### config.mk
export PLATFORM = sky130hd
export DESIGN_NAME = corner_event_calc
export DESIGN_NICKNAME = d
export VERILOG_FILES = /design/src/rtl/cec_pkg.sv /design/src/rtl/cec_ratio_prep.sv /design/src/rtl/cec_divider.sv /design/src/rtl/cec_code_map.sv /design/src/rtl/corner_event_calc.sv
export SDC_FILE = /design/constraint.sdc
export NUM_CORES = 1
export LEC_CHECK = 0
export BUFFER_PORTS_ARGS = -buffer_cell sky130_fd_sc_hd__buf_2
export CAP_MARGIN = 30
export CORE_MARGIN = 2
export CORE_UTILIZATION = 65
export DETAILED_ROUTE_END_ITERATION = 7
export PLACE_DENSITY = 0.86
export SLEW_MARGIN = 0
export SYNTH_ARGS = -nofsm -noshare
export SYNTH_HDL_FRONTEND = slang
export SYNTH_SLANG_ARGS = --single-unit
### constraint.sdc
create_clock -name clk -period 11.9 [get_ports clk]
set_input_delay 1.19 -clock clk [delete_from_list [all_inputs] [get_ports clk]]
set_output_delay 1.19 -clock clk [all_outputs]
set_load 0.05 [all_outputs]
### src/rtl/cec_pkg.sv
// Package: shared types for the four-corner position and energy calculator.
// Assumes: nothing beyond IEEE 1800-2017 enums.
package cec_pkg;

    // Controller states: wait, threshold decision, two divisions, output hold.
    typedef enum logic [2:0] {
        ST_IDLE  = 3'd0,
        ST_CHECK = 3'd1,
        ST_DIVX  = 3'd2,
        ST_DIVY  = 3'd3,
        ST_OUT   = 3'd4
    } cec_state_e;

endpackage

### src/rtl/cec_ratio_prep.sv
// Module: cec_ratio_prep
// Prepares one charge-division ratio for the divider. It produces the
// magnitude of the difference, already shifted by the fraction bits, the
// pair sum used as the denominator, the sign of the difference and a flag
// that is set when the denominator is zero.
// Assumes: the inputs are unsigned conversion results held stable by the caller.
module cec_ratio_prep #(
    parameter int SAMPLE_W = 12,
    parameter int FRAC_W   = 9,
    localparam int DEN_W   = SAMPLE_W + 1,
    localparam int NUM_W   = SAMPLE_W + FRAC_W
) (
    input  logic [SAMPLE_W-1:0] pos_i,
    input  logic [SAMPLE_W-1:0] neg_i,
    output logic [NUM_W-1:0]    num_o,
    output logic [DEN_W-1:0]    den_o,
    output logic                negative_o,
    output logic                zero_o
);

    logic [SAMPLE_W-1:0] mag;

    // Pick the magnitude of the difference and record its sign.
    always_comb begin
        negative_o = (neg_i > pos_i);
        mag        = negative_o ? (neg_i - pos_i) : (pos_i - neg_i);
    end

    // Scale the numerator and form the denominator.
    always_comb begin
        num_o  = {mag, {FRAC_W{1'b0}}};
        den_o  = {1'b0, pos_i} + {1'b0, neg_i};
        zero_o = (den_o == '0);
    end

endmodule

### src/rtl/cec_divider.sv
// Module: cec_divider
// Sequential restoring divider that produces one quotient bit per cycle.
// A start pulse loads the operands. NUM_W step cycles follow, then done_o
// pulses for one cycle with the quotient on quo_o. The latency is fixed,
// including for a zero divisor, which yields an all-ones quotient that the
// caller replaces.
// Assumes: start_i is not raised while a division is in progress.
module cec_divider #(
    parameter int NUM_W = 21,
    parameter int DEN_W = 13,
    localparam int CNT_W = $clog2(NUM_W + 1)
) (
    input  logic             clk,
    input  logic             rst_n,
    input  logic             start_i,
    input  logic [NUM_W-1:0] num_i,
    input  logic [DEN_W-1:0] den_i,
    output logic             done_o,
    output logic [NUM_W-1:0] quo_o
);

    logic [DEN_W-1:0] rem_q;
    logic [DEN_W-1:0] den_q;
    logic [NUM_W-1:0] quo_q;
    logic [CNT_W-1:0] cnt_q;
    logic             done_q;
    logic [DEN_W:0]   trial;
    logic             fits;
    logic [DEN_W:0]   diff;

    // One restoring step: shift in the next dividend bit and try to subtract.
    always_comb begin
        trial = {rem_q, quo_q[NUM_W-1]};
        fits  = (trial >= {1'b0, den_q});
        diff  = trial - {1'b0, den_q};
    end

    // Iteration registers: load on start, step while the count is nonzero.
    always_ff @(posedge clk) begin
        if (!rst_n) begin
            rem_q  <= '0;
            den_q  <= '0;
            quo_q  <= '0;
            cnt_q  <= '0;
            done_q <= 1'b0;
        end else begin
            done_q <= 1'b0;
            if (start_i) begin
                rem_q <= '0;
                den_q <= den_i;
                quo_q <= num_i;
                cnt_q <= CNT_W'(NUM_W);
            end else if (cnt_q != '0) begin
                rem_q <= fits ? diff[DEN_W-1:0] : trial[DEN_W-1:0];
                quo_q <= {quo_q[NUM_W-2:0], fits};
                cnt_q <= cnt_q - 1'b1;
                if (cnt_q == CNT_W'(1)) begin
                    done_q <= 1'b1;
                end
            end
        end
    end

    assign done_o = done_q;
    assign quo_o  = quo_q;

endmodule

### src/rtl/cec_code_map.sv
// Module: cec_code_map
// Maps a signed ratio, given as a sign and a truncated quotient magnitude
// scaled by 2^(OUT_W-1), onto an unsigned OUT_W-bit code centred at
// mid-scale. The positive end saturates at the largest code. A zero
// denominator forces the mid-scale code.
// Assumes: the magnitude never exceeds mid-scale when the denominator is nonzero.
module cec_code_map #(
    parameter int NUM_W = 21,
    parameter int OUT_W = 10,
    localparam int WIDE_W = NUM_W + 1,
    localparam logic [WIDE_W-1:0] MID  = WIDE_W'(1) << (OUT_W - 1),
    localparam logic [WIDE_W-1:0] MAXC = (WIDE_W'(1) << OUT_W) - WIDE_W'(1)
) (
    input  logic [NUM_W-1:0] quo_i,
    input  logic             negative_i,
    input  logic             zero_i,
    output logic [OUT_W-1:0] code_o
);

    logic [WIDE_W-1:0] up;
    logic [WIDE_W-1:0] mag_lim;
    logic [WIDE_W-1:0] pick;

    // Offset the magnitude around mid-scale, then clamp into the code range.
    always_comb begin
        up      = MID + {1'b0, quo_i};
        mag_lim = ({1'b0, quo_i} > MID) ? MID : {1'b0, quo_i};
        if (zero_i) begin
            pick = MID;
        end else if (negative_i) begin
            pick = MID - mag_lim;
        end else if (up > MAXC) begin
            pick = MAXC;
        end else begin
            pick = up;
        end
        code_o = pick[OUT_W-1:0];
    end

endmodule

### src/rtl/corner_event_calc.sv
// Module: corner_event_calc (top)
// Captures four corner samples on a strobe and forms the 10-bit energy from
// the top bits of their sum. Events that do not clear the threshold are
// dropped. For the rest, one shared divider computes the horizontal ratio
// and then the vertical ratio. The packed word
// {0, div error, y, x, energy} is presented on a valid/ready handshake.
// Assumes: thresh is stable from capture until the following cycle; the
// default widths give a 32-bit word (3*OUT_W + 2).
module corner_event_calc #(
    parameter int SAMPLE_W = 12,
    parameter int OUT_W    = 10,
    localparam int SUM_W   = SAMPLE_W + 2,
    localparam int FRAC_W  = OUT_W - 1,
    localparam int DEN_W   = SAMPLE_W + 1,
    localparam int NUM_W   = SAMPLE_W + FRAC_W,
    localparam int WORD_W  = 3 * OUT_W + 2,
    localparam int AXES    = 2
) (
    input  logic                clk,
    input  logic                rst_n,
    input  logic                smp_valid,
    input  logic [SAMPLE_W-1:0] corner_l,
    input  logic [SAMPLE_W-1:0] corner_r,
    input  logic [SAMPLE_W-1:0] corner_t,
    input  logic [SAMPLE_W-1:0] corner_b,
    input  logic [OUT_W-1:0]    thresh,
    output logic                busy,
    output logic                out_valid,
    input  logic                out_ready,
    output logic [WORD_W-1:0]   out_word
);
    import cec_pkg::*;

    cec_state_e          state_q;
    logic [SAMPLE_W-1:0] pos_q [AXES];
    logic [SAMPLE_W-1:0] neg_q [AXES];
    logic [NUM_W-1:0]    num_ax [AXES];
    logic [DEN_W-1:0]    den_ax [AXES];
    logic                negative_ax [AXES];
    logic                zero_ax [AXES];
    logic [SUM_W-1:0]    full_sum;
    logic [OUT_W-1:0]    energy;
    logic                keep_event;
    logic                div_start;
    logic                div_done;
    logic [NUM_W-1:0]    div_num;
    logic [DEN_W-1:0]    div_den;
    logic [NUM_W-1:0]    div_quo;
    logic                sel_y;
    logic [OUT_W-1:0]    code;
    logic [OUT_W-1:0]    x_code_q;
    logic                x_err_q;
    logic [WORD_W-1:0]   word_q;
    logic                unused_ok;

    // Ratio preparation, one instance per axis.
    for (genvar ax = 0; ax < AXES; ax++) begin : g_axis
        cec_ratio_prep #(
            .SAMPLE_W (SAMPLE_W),
            .FRAC_W   (FRAC_W)
        ) u_prep (
            .pos_i      (pos_q[ax]),
            .neg_i      (neg_q[ax]),
            .num_o      (num_ax[ax]),
            .den_o      (den_ax[ax]),
            .negative_o (negative_ax[ax]),
            .zero_o     (zero_ax[ax])
        );
    end

    // Energy: the 14-bit corner sum reduced to its top OUT_W bits.
    always_comb begin
        full_sum   = {1'b0, den_ax[0]} + {1'b0, den_ax[1]};
        energy     = full_sum[SUM_W-1 -: OUT_W];
        keep_event = (energy > thresh);
    end

    assign unused_ok = &{1'b0, full_sum[SUM_W-OUT_W-1:0]};

    // Divider operand selection and start: x from CHECK, y after x completes.
    always_comb begin
        sel_y     = (state_q == ST_DIVX);
        div_num   = sel_y ? num_ax[1] : num_ax[0];
        div_den   = sel_y ? den_ax[1] : den_ax[0];
        div_start = ((state_q == ST_CHECK) && keep_event) ||
                    ((state_q == ST_DIVX) && div_done);
    end

    cec_divider #(
        .NUM_W (NUM_W),
        .DEN_W (DEN_W)
    ) u_div (
        .clk     (clk),
        .rst_n   (rst_n),
        .start_i (div_start),
        .num_i   (div_num),
        .den_i   (div_den),
        .done_o  (div_done),
        .quo_o   (div_quo)
    );

    // Code mapping for whichever axis has just finished dividing.
    cec_code_map #(
        .NUM_W (NUM_W),
        .OUT_W (OUT_W)
    ) u_map (
        .quo_i      (div_quo),
        .negative_i ((state_q == ST_DIVY) ? negative_ax[1] : negative_ax[0]),
        .zero_i     ((state_q == ST_DIVY) ? zero_ax[1] : zero_ax[0]),
        .code_o     (code)
    );

    // Event controller: capture, threshold decision, two divisions, output hold.
    always_ff @(posedge clk) begin
        if (!rst_n) begin
            state_q  <= ST_IDLE;
            pos_q[0] <= '0;
            neg_q[0] <= '0;
            pos_q[1] <= '0;
            neg_q[1] <= '0;
            x_code_q <= '0;
            x_err_q  <= 1'b0;
            word_q   <= '0;
        end else begin
            unique case (state_q)
                ST_IDLE: begin
                    if (smp_valid) begin
                        pos_q[0] <= corner_l;
                        neg_q[0] <= corner_r;
                        pos_q[1] <= corner_t;
                        neg_q[1] <= corner_b;
                        state_q  <= ST_CHECK;
                    end
                end
                ST_CHECK: begin
                    state_q <= keep_event ? ST_DIVX : ST_IDLE;
                end
                ST_DIVX: begin
                    if (div_done) begin
                        x_code_q <= code;
                        x_err_q  <= zero_ax[0];
                        state_q  <= ST_DIVY;
                    end
                end
                ST_DIVY: begin
                    if (div_done) begin
                        word_q  <= {1'b0, x_err_q | zero_ax[1], code, x_code_q, energy};
                        state_q <= ST_OUT;
                    end
                end
                ST_OUT: begin
                    if (out_ready) begin
                        state_q <= ST_IDLE;
                    end
                end
                default: state_q <= ST_IDLE;
            endcase
        end
    end

    // Port outputs derived from the controller state.
    assign busy      = (state_q != ST_IDLE);
    assign out_valid = (state_q == ST_OUT);
    assign out_word  = word_q;

endmodule

Word level (Yosys, flattened, before mapping)
Memory sizes are Yosys's and may differ from the RTL's.
Cells that the tools add are included.
Word-level totals
  output and inout bits: 34
  memory bits (writable): 48
  flip-flop bits (word level): 98
  memories kept: 2
  logic and storage cells: 90
  bits of input ports: 62
Memories
  neg_q: words 2, width 12, read ports 2, clocked after Yosys merged registers in 0, write ports 2, line corner_event_calc.sv:36  | logic [SAMPLE_W-1:0] neg_q [AXES];
  pos_q: words 2, width 12, read ports 2, clocked after Yosys merged registers in 0, write ports 2, line corner_event_calc.sv:35  | logic [SAMPLE_W-1:0] pos_q [AXES];
Operators by class
  order comparisons: 6
  add/sub/neg operators: 11
  eq/ne operators: 9
  bitwise operators: 7
  multiplexer cells: 31
  reductions and logical operators: 14
Operators by type and width (number)
  12-bit 2-to-1 mux: 6
  21-bit 2-to-1 mux: 3
  12-bit subtractor: 4
  10-bit 2-to-1 mux: 4
  12-bit by 12-bit adder with 13-bit output: 2
  13-bit logical NOT: 2
  13-bit 2-to-1 mux: 2
  12-bit > comparator: 2
  10-bit by 21-bit adder with 22-bit output, first input constant: 1
  22-bit by 10-bit > comparator with 1-bit output, second input constant: 1
  21-bit by 10-bit > comparator with 1-bit output, second input constant: 1
  3-bit case mux with 5 select lines: 1
  13-bit by 13-bit adder with 14-bit output: 1
  14-bit by 13-bit >= comparator with 1-bit output: 1
  13-bit subtractor: 1
  3-bit 2-to-1 mux: 4
  10-bit > comparator: 1
  5-bit 2-to-1 mux: 2
  10-bit subtractor, first input constant: 1
  1-bit 2-to-1 mux: 8
  3-bit by 2-bit equality test with 1-bit output, second input constant: 2
  2-bit by 1-bit inequality test with 1-bit output, second input constant: 3
  5-bit by 1-bit equality test with 1-bit output, second input constant: 1
  1-bit bitwise OR: 5
  16 further kinds: 19

Depth between registers and ports, before layout
Gate-level depths: netlist of run 1.
An unclocked memory read counts as a cell.
  word-level depth: 7
  gate-level depth with buffers: 30
  mapped depth without buffers: 28

Cells and area by module
From an unflattened synthesis of run 1, not the netlist that was laid out.
Second synthesis, totals
  cell total of the unflattened synthesis: 1437
  area total of the unflattened synthesis: 12255.5 sq um
Modules (own cells, without submodules)
  corner_event_calc: area each 4735.8 sq um, times used 1, cells each 471, sequential area each 2342.2 sq um
  cec_divider: area each 3086.7 sq um, times used 1, cells each 357, sequential area each 1061.0 sq um
  cec_ratio_prep at g_axis[0].u_prep: area each 1873.0 sq um, times used 1, cells each 257, sequential area each 0.0 sq um
  cec_ratio_prep at g_axis[1].u_prep: area each 1810.5 sq um, times used 1, cells each 243, sequential area each 0.0 sq um
  cec_code_map: area each 749.5 sq um, times used 1, cells each 109, sequential area each 0.0 sq um

Worst setup path after synthesis of run 1
OpenSTA, ideal clock, no wires.
  kind: flip-flop to flip-flop
  from: memory neg_q[0][1]
  to: register u_div.quo_q[0] (netlist: u_div.quo_o[0])
  slack: 6910 ps
  buffers on the path: 3
  required time: 11768 ps
  cell stages (with the launch flop): 25
  arrival: 4858 ps
  clock period less this slack: 4990 ps
  cells stage by stage: edfxtp_1 > inv_1 > fa_1 > or2_1 > a221oi_2 > nor2_1 > o311ai_1 > ha_1 > a21o_1 > a31o_2 > nand3_1 > a221o_2 > o21bai_2 > a21o_1 > ha_1 > nand4_1 > nor2_1 > a21oi_1 > o211ai_1 > and3_1 > clkbuf_1 > nand3b_1 > clkbuf_1 > buf_1 > a21oi_1
RTL lines
  start: declaration: line corner_event_calc.sv:36
  end signal: assignment: line cec_divider.sv:51  | quo_q <= num_i;
  end signal: assignment: line cec_divider.sv:55  | quo_q <= {quo_q[NUM_W-2:0], fits};
  end: declaration: line cec_divider.sv:24  | logic [NUM_W-1:0] quo_q;

==> summary.txt, run 1 <==
internal power -> 1.67 mW
synthesized instance count -> 1,339
GR Util met1 -> 37.8%
GR Util All Layers -> 30.3%
non-filler cells, final -> 1,634
crit path kind -> reg -> reg
Core Footprint -> 0.0171 mm^2
fraction of layout cells with a size suffix above 1 -> 12.8%
post-DR wirelength/cell -> 17.1 um
Seq pwr share -> 21.0%
GPL Wtd Cong -> 0.937
Yosys warning count -> 0
Post-synth EDFFs -> 48
IO Pins -> 96
Die ar. -> 0.0184 mm^2
Routed Antenna Nets -> 0
Syn Nets -> 1,518
initial antenna violation count -> 0
clk slew on worst S/H paths -> 0.07 ns
Worst EP arrival -> 6.34 ns
worst hold-check path type -> reg -> reg
Post-route DRC -> 0
max-slew violation count -> 0
Fmax -> 167 MHz
met2 global-route usage -> 52.1%
fin nets -> 1,575
Fin Hold WS -> 0.461 ns
CP max FO -> 15
HPWL after DPL -> 20.6 mm
min Tclk post-route -> 5.98 ns
Synth area leader -> dfxtp_1
placed cells -> 1,601
H-tree depth -> 4
Syn-to-layout area delta -> 10.6%
Max Root-Sink Buffers -> 2
clock power share -> 17.0%
Resize count post-CTS -> 0
CP endpoint kind -> register
DR vias -> 10,031
ys async rst share -> 0%
pwr/cell area -> 256 mW/mm^2
top_reg_cell synth -> dfxtp_1
diode count -> 0
setup violators final -> 0
Worst EP required -> 12.26 ns
dpl ws -> 5.99 ns
Pleak -> 5.57 nW
synthesized flop and latch total -> 146
die height -> 136 um
total clock sinks -> 146
largest net degree at the start of global routing -> 71
post-synth cell types -> 94
outcome -> complete, no violations
Total Wirelength -> 27.9 mm
Tcrit/Tclk final -> 50.3%
CTS Hold Buffers Added -> 0
Synth area leaders -> dfxtp_1 17%, edfxtp_1 13%, ha_1 12%
Final Hold Fails -> 0
vias in the first global route -> 9,283
most common cell in the synthesized netlist -> nand2_1
Initial DRC Count -> 930
Gate power share -> 62.0%
Initial Utilization -> 65.9%
cell area after layout -> 0.0125 mm^2
final setup TNS -> 0 ns
post-synth top area share -> 17.4%
port buffer count -> 94
first-pass GRT wire length -> 44.8 mm
CTS tree -> done
TritonCTS Buffers -> 17
post-placement cell area -> 0.0118 mm^2
Worst-Margin Slew -> 0.839 ns
Seq/Total Area, Yosys -> 30.2%
Syn Std Cell Area -> 0.0113 mm^2
First-pass DRT Iterations -> 6
met3 usage -> 5.87%
Vias/cell -> 6.14
root buffer cell -> clkbuf_16
post-CTS setup buffers -> 0
setup slack after layout -> 5.92 ns
most frequent cells after synthesis -> 131 x nand2_1, 121 x inv_1, 110 x ha_1, 98 x dfxtp_1, 79 x nor2_1
switching power share of the total -> 47.7%
Slew headroom -> 44.0%
Fillers -> 1,331
busiest layer in global routing -> met2
RSZ-0062 raised after global routing -> no
Syn Area/Cell -> 8.42 um^2
chip width -> 136 um
clock latency on the worst-skew pair -> 0.45 ns
crit path launch type -> register
Switching Power -> 1.52 mW
Rows -> 48
clk_skew -> 0.00869 ns
max-cap violation count -> 0
gr ovfl total -> 0
IR drop worst, VDD -> 185 uV
## path summary, 6_finish.rpt
kind,startpoint,endpoint,slack [ns],depth (start not counted)
worst min-delay path,out_word[17]$_SDFFE_PN0P_,out_word[17]$_SDFFE_PN0P_,0.46,2
worst max register to register,neg_q[0][1]$_SDFFCE_PN0P_,u_div.quo_o[15]$_SDFFE_PN0P_,5.92,23
worst max-delay path,neg_q[0][1]$_SDFFCE_PN0P_,u_div.quo_o[15]$_SDFFE_PN0P_,5.92,23
worst min register to register,out_word[17]$_SDFFE_PN0P_,out_word[17]$_SDFFE_PN0P_,0.46,2
## per-layer routing
metal,part of all wire [%],up-vias,wire (um)
met2,49,429,13600
met4,3.3,0,908
met1,41,4692,11600
li1,-,4828,-
met5,0,-,0
met3,6.7,82,1880
## sequential cells by signal, indices dropped and copies added, names as in the netlist, 5 cells and up
signal and cells:
neg_q 24, x_code_q 10, out_word 31, u_div.quo_o 21
u_div.rem_q 13, u_div.cnt_q 5, pos_q 24, u_div.den_q 13
## layout by cell type, fill, tap and decap left out, drive strengths merged, types with 12 or more instances in the layout
master / Yosys / routed
a211oi: 27 / 27
a21boi: 28 / 28
a21o: 17 / 17
a21oi: 76 / 76
a22o: 16 / 16
and2: 61 / 61
buf: 23 / 105
clkbuf: 44 / 17
dfxtp: 98 / 98
edfxtp: 48 / 48
ha: 110 / 110
inv: 125 / 135
mux2i: 39 / 39
nand2: 131 / 131
nand2b: 14 / 14
nand3: 34 / 34
nand4: 13 / 13
nor2: 81 / 81
nor2b: 24 / 24
nor3: 29 / 29
o211ai: 16 / 16
o21a: 16 / 16
o21ai: 47 / 47
o21bai: 14 / 14
o31ai: 12 / 12
xnor2: 39 / 39
## worst max-delay path: stages (launching register included)
cell      delay (ns)
edfxtp_1        0.44
inv_1           0.14
fa_1            0.49
or2_1           0.24
a221oi_2        0.31
nor2_1          0.08
o311ai_1        0.58
ha_1            0.39
a21o_1          0.18
a31o_2          0.24
nand3_1         0.10
a221o_2         0.21
o21bai_2        0.07
a21o_1          0.19
ha_1            0.28
nand4_1         0.11
nor2_1          0.17
a21oi_1         0.08
o211ai_1        0.08
and3_1          0.36
nand2b_1        0.58
o21ai_0         0.18
a21oi_1         0.18
a21boi_0        0.22
## cell type report
cell class | count | area, um^2 | share of cell area, %
Tap cell | 225 | 282 | 2.26
Inverter | 125 | 469 | 3.76
Clock buffer | 17 | 425 | 3.41
Clock inverter | 15 | 161 | 1.30
Sequential cell | 146 | 3400 | 27.3
Timing Repair Buffer | 105 | 608 | 4.88
Multi-Input combinational cell | 1001 | 7110 | 57.1
## per-stage QoR
step	power, mW	utilization [%]
3_5_place_dp	2.60	69.2
6_report	3.19	72.8
5_1_grt	3.41	72.8
2_1_floorplan	2.18	-
3_3_place_gp	2.54	68.8
4_1_cts	3.16	72.7
## cell families after synthesis
kind of cell / after synthesis / share of synthesized area [%]
adder cells (fa/ha/maj): 117 / 13.5
buffers and inverters: 192 / 6.78
AND/OR/NAND/NOR: 452 / 20.5
XOR/XNOR: 50 / 4.21
other: 1 / 0.0333
flip-flops: 146 / 30.2
AO/OA/AOI/OAI: 340 / 21.1
multiplexers: 41 / 3.66
## power by group through the flow
| stage | combinational (mW) | clock (mW) | sequential [mW] |
|---|---|---|---|
| global route | 2.17 | 0.564 | 0.679 |
| finish | 1.98 | 0.541 | 0.670 |
| floorplan | 1.52 | 0 | 0.659 |
| detailed placement | 1.92 | 0 | 0.679 |
| global placement | 1.86 | 0 | 0.673 |
| CTS | 1.94 | 0.543 | 0.668 |
No activity file was read; power rests on OpenSTA's default activity.
==> inputs of run 2 (changes only) <==
- ABC_AREA: not set -> 1
- CORE_UTILIZATION: 65 -> 62
- PLACE_DENSITY: 0.86 -> 0.82
- clock period: 11.9 -> 5.55 ns (I/O delays scaled with it)
==> run 2 against run 1 <==
  * Sequential cell count stayed put
  * Final cell count is 35% higher
  * Via count is 22% higher
  * Largest cell class unchanged
  * Largest power group unchanged
==> summary.txt, run 2 <==
outcome -> complete, no violations
Slew headroom -> 43.0% (-1.1 points)
clk_skew -> 0.0139 ns (+0.00518 ns)
Reg2Reg Setup Slack -> 0.40 ns (-5.52 ns)
total design power -> 7.75 mW (+140%)
root buffer cell -> clkbuf_16
GR Util All Layers -> 32.6% (+2.3 points)
pwr/cell area -> 566 mW/mm^2 (+120%)
first-pass GRT wire length -> 56.2 mm (+26%)
Critical Path Most Common Cell -> nand2_1
largest net degree at the start of global routing -> 60 (-15%)
HPWL after DPL -> 27.1 mm (+32%)
Rows -> 52 (+8.3%)
synthesized flop and latch total -> 146 (unchanged)
CTS Hold Buffers Added -> 0 (unchanged)
Initial Utilization -> 62.6% (-3.3 points)
CP max stage delay -> 0.39 ns (-0.19 ns)
max-cap violation count -> 0 (unchanged)
die height -> 146 um (+7.8%)
top sig layer -> met4
Fmax -> 194 MHz (+16%)
most frequent cells in the layout -> 421 x nand2_1, 279 x inv_1, 212 x nor2_1, 116 x a21oi_1, 114 x nand3_1
setup violators final -> 0 (unchanged)
synthesized instance count -> 1,866 (+39%)
post-DR wirelength/cell -> 15.7 um (-7.9%)
Seq/Total Area, Yosys -> 27.1% (-3.1 points)
ys async rst share -> 0% (unchanged)
worst hold-check path type -> in -> reg
Yosys warning count -> 0 (unchanged)
IR drop worst, VDD -> 250 uV (+35%)
post-synth cell types -> 54 (-43%)
Syn Nets -> 2,045 (+35%)
Final Hold Fails -> 0 (unchanged)
vias in the first global route -> 11,432 (+23%)
post-synth top area share -> 15.6% (-1.8 points)
Die ar. -> 0.0214 mm^2 (+16%)
DR WL met3 -> 2.06 mm (+9.2%)
most common cell after layout, fill and taps aside -> nand2_1
initial antenna violation count -> 0 (unchanged)
fraction of layout cells with a size suffix above 1 -> 11.9% (-0.96 points)
RR Endpoint -> u_div.rem_q[1]$_SDFFE_PP0P_
Initial DRC Count -> 933 (+0.32%)
met2 wire len -> 15.9 mm (+17%)
Syn Std Cell Area -> 0.0125 mm^2 (+11%)
multi-input logic area -> 0.00770 mm^2 (+8.2%)
top_reg_cell synth -> dfxtp_1
M1 WL -> 15.5 mm (+34%)
WP buf/inv -> 6 (+5)
TritonCTS Buffers -> 17 (unchanged)
Synth area leader -> dfxtp_1
Max Root-Sink Buffers -> 2 (unchanged)
crit path kind -> reg -> reg
max reg flops -> 31 (unchanged)
Core Footprint -> 0.0200 mm^2 (+17%)
most common cell in the synthesized netlist -> nand2_1
Worst-Margin Slew -> 0.853 ns (+0.0137 ns)
Pleak -> 7.04 nW (+26%)
CP max FO -> 16 (+1)
gr ovfl total -> 0 (unchanged)
min Tclk post-route -> 5.15 ns (-0.831 ns)
DR vias -> 12,207 (+22%)
CP top delay family -> simple AND/OR/NAND/NOR gates
HP Start -> corner_b[11]
fin nets -> 2,110 (+34%)
non-filler cells, final -> 2,214 (+35%)
total clock sinks -> 146 (unchanged)
Critical Path Slowest Stage Cell -> fa_1
clk slew on worst S/H paths -> 0.08 ns (about the same)
Post-synth EDFFs -> 48 (unchanged)
Synth area leaders -> dfxtp_1 16%, nand2_1 13%, edfxtp_1 11%
max-slew violation count -> 0 (unchanged)
CP endpoint kind -> register
First-pass DRT Iterations -> 5 (-1)
placed cells -> 2,182 (+36%)
number of cells on the worst reg-to-reg path -> 34 (+48%)
Worst EP required -> 5.94 ns (-6.32 ns)
diode count -> 0 (unchanged)
port buffer count -> 94 (unchanged)
most frequent cells after synthesis -> 422 x nand2_1, 279 x inv_1, 213 x nor2_1, 117 x a21oi_1, 115 x nand3_1
WHS Path Cells -> 3 (+1)
Storage cell area -> 0.00340 mm^2 (unchanged)
Fin Hold WS -> 0.398 ns (-0.0627 ns)
Syn Area/Cell -> 6.72 um^2 (-20%)
IO Pins -> 96 (unchanged)
chip width -> 146 um (+7.8%)
Vias/cell -> 5.51 (-10%)
Tcrit/Tclk final -> 92.8% (+43 points)
Worst EP arrival -> 5.54 ns (-0.80 ns)
crit path launch type -> register
GPL Wtd Cong -> 0.959 (+2.3%)
Post-route DRC -> 0 (unchanged)
Hold EP -> neg_q[0][23]$_SDFFCE_PN0P_
H-tree depth -> 4 (unchanged)
Worst R2R Start -> neg_q[0][0]$_SDFFCE_PN0P_
final setup TNS -> 0 ns (unchanged)
clock latency on the worst-skew pair -> 0.45 ns (about the same)
Syn-to-layout area delta -> 9.26%
CTS tree -> done
Fillers -> 1,831 (+38%)
final core utilization -> 68.4% (-4.4 points)
Routed Antenna Nets -> 0 (unchanged)
Total Wirelength -> 34.9 mm (+25%)
run 2: timing repair:
item,in CTS,in global routing
setup buffers,0,0
gates resized for setup,0,9
setup endpoints to repair,0,35
run 2: cells by family after synthesis:
kind of cell / count (synthesis) / share of synthesized area [%]
xor+xnor: 58 / 4.05
buf+inv: 355 / 11.8
other cells: 1 / 0.0299
flops: 146 / 27.1
fa+ha+maj: 117 / 12.1
simple gates: 870 / 30.5
compound gates: 319 / 14.4
run 2: worst min-delay path, cell delays in order:
cell	delay (ns)
buf_2	0.07
inv_1	0.03
nor2_1	0.08
run 2: cell type report:
class / instances / share of cell area (%)
inverters: 296 / 8.16
flip-flops and latches: 146 / 24.8
multi-input cells: 1365 / 56.2
clock inverters: 15 / 1.12
repair buffers: 105 / 4.13
well taps: 270 / 2.47
clock buffers: 17 / 3.10
run 2: through the flow:
step	area, um^2	worst slack, ns
global route	13700	-0.0408
finish	13700	0.401
global placement	13100	0.490
detailed placement	13100	0.350
floorplan	12500	1.31
CTS	13700	0.312
run 2: how the worst max path moves through the flow:
stage | depth (start not counted) | endpoint | from | slack [ns]
finish | 34 | u_div.rem_q[1]$_SDFFE_PP0P_ | neg_q[0][0]$_SDFFCE_PN0P_ | 0.40
global route | 34 | u_div.rem_q[1]$_SDFFE_PP0P_ | pos_q[0][0]$_SDFFCE_PN0P_ | -0.04
CTS | 28 | u_div.den_q[8]$_SDFFE_PN0P_ | neg_q[0][15]$_SDFFCE_PN0P_ | 0.31
detailed placement | 29 | u_div.rem_q[1]$_SDFFE_PP0P_ | pos_q[0][15]$_SDFFCE_PN0P_ | 0.35
global placement | 33 | u_div.rem_q[0]$_SDFFE_PP0P_ | neg_q[0][0]$_SDFFCE_PN0P_ | 0.49
floorplan | 31 | u_div.den_q[7]$_SDFFE_PN0P_ | neg_q[0][1]$_SDFFCE_PN0P_ | 1.31
run 2: power by group:
part           total, mW  internal [mW]  switching (mW)  leakage (nW)
Clock               1.18          0.602           0.576         0.286
Combinational       5.13           1.68            3.45          5.44
Sequential          1.44           1.30           0.147          1.31
run 2: routing by layer:
| layer | vias to the layer above | GRT usage [%] |
|---|---|---|
| met5 | - | 0 |
| met4 | 0 | 14.3 |
| met3 | 85 | 5.31 |
| met2 | 407 | 53.4 |
| met1 | 5564 | 42.7 |
| li1 | 6151 | - |
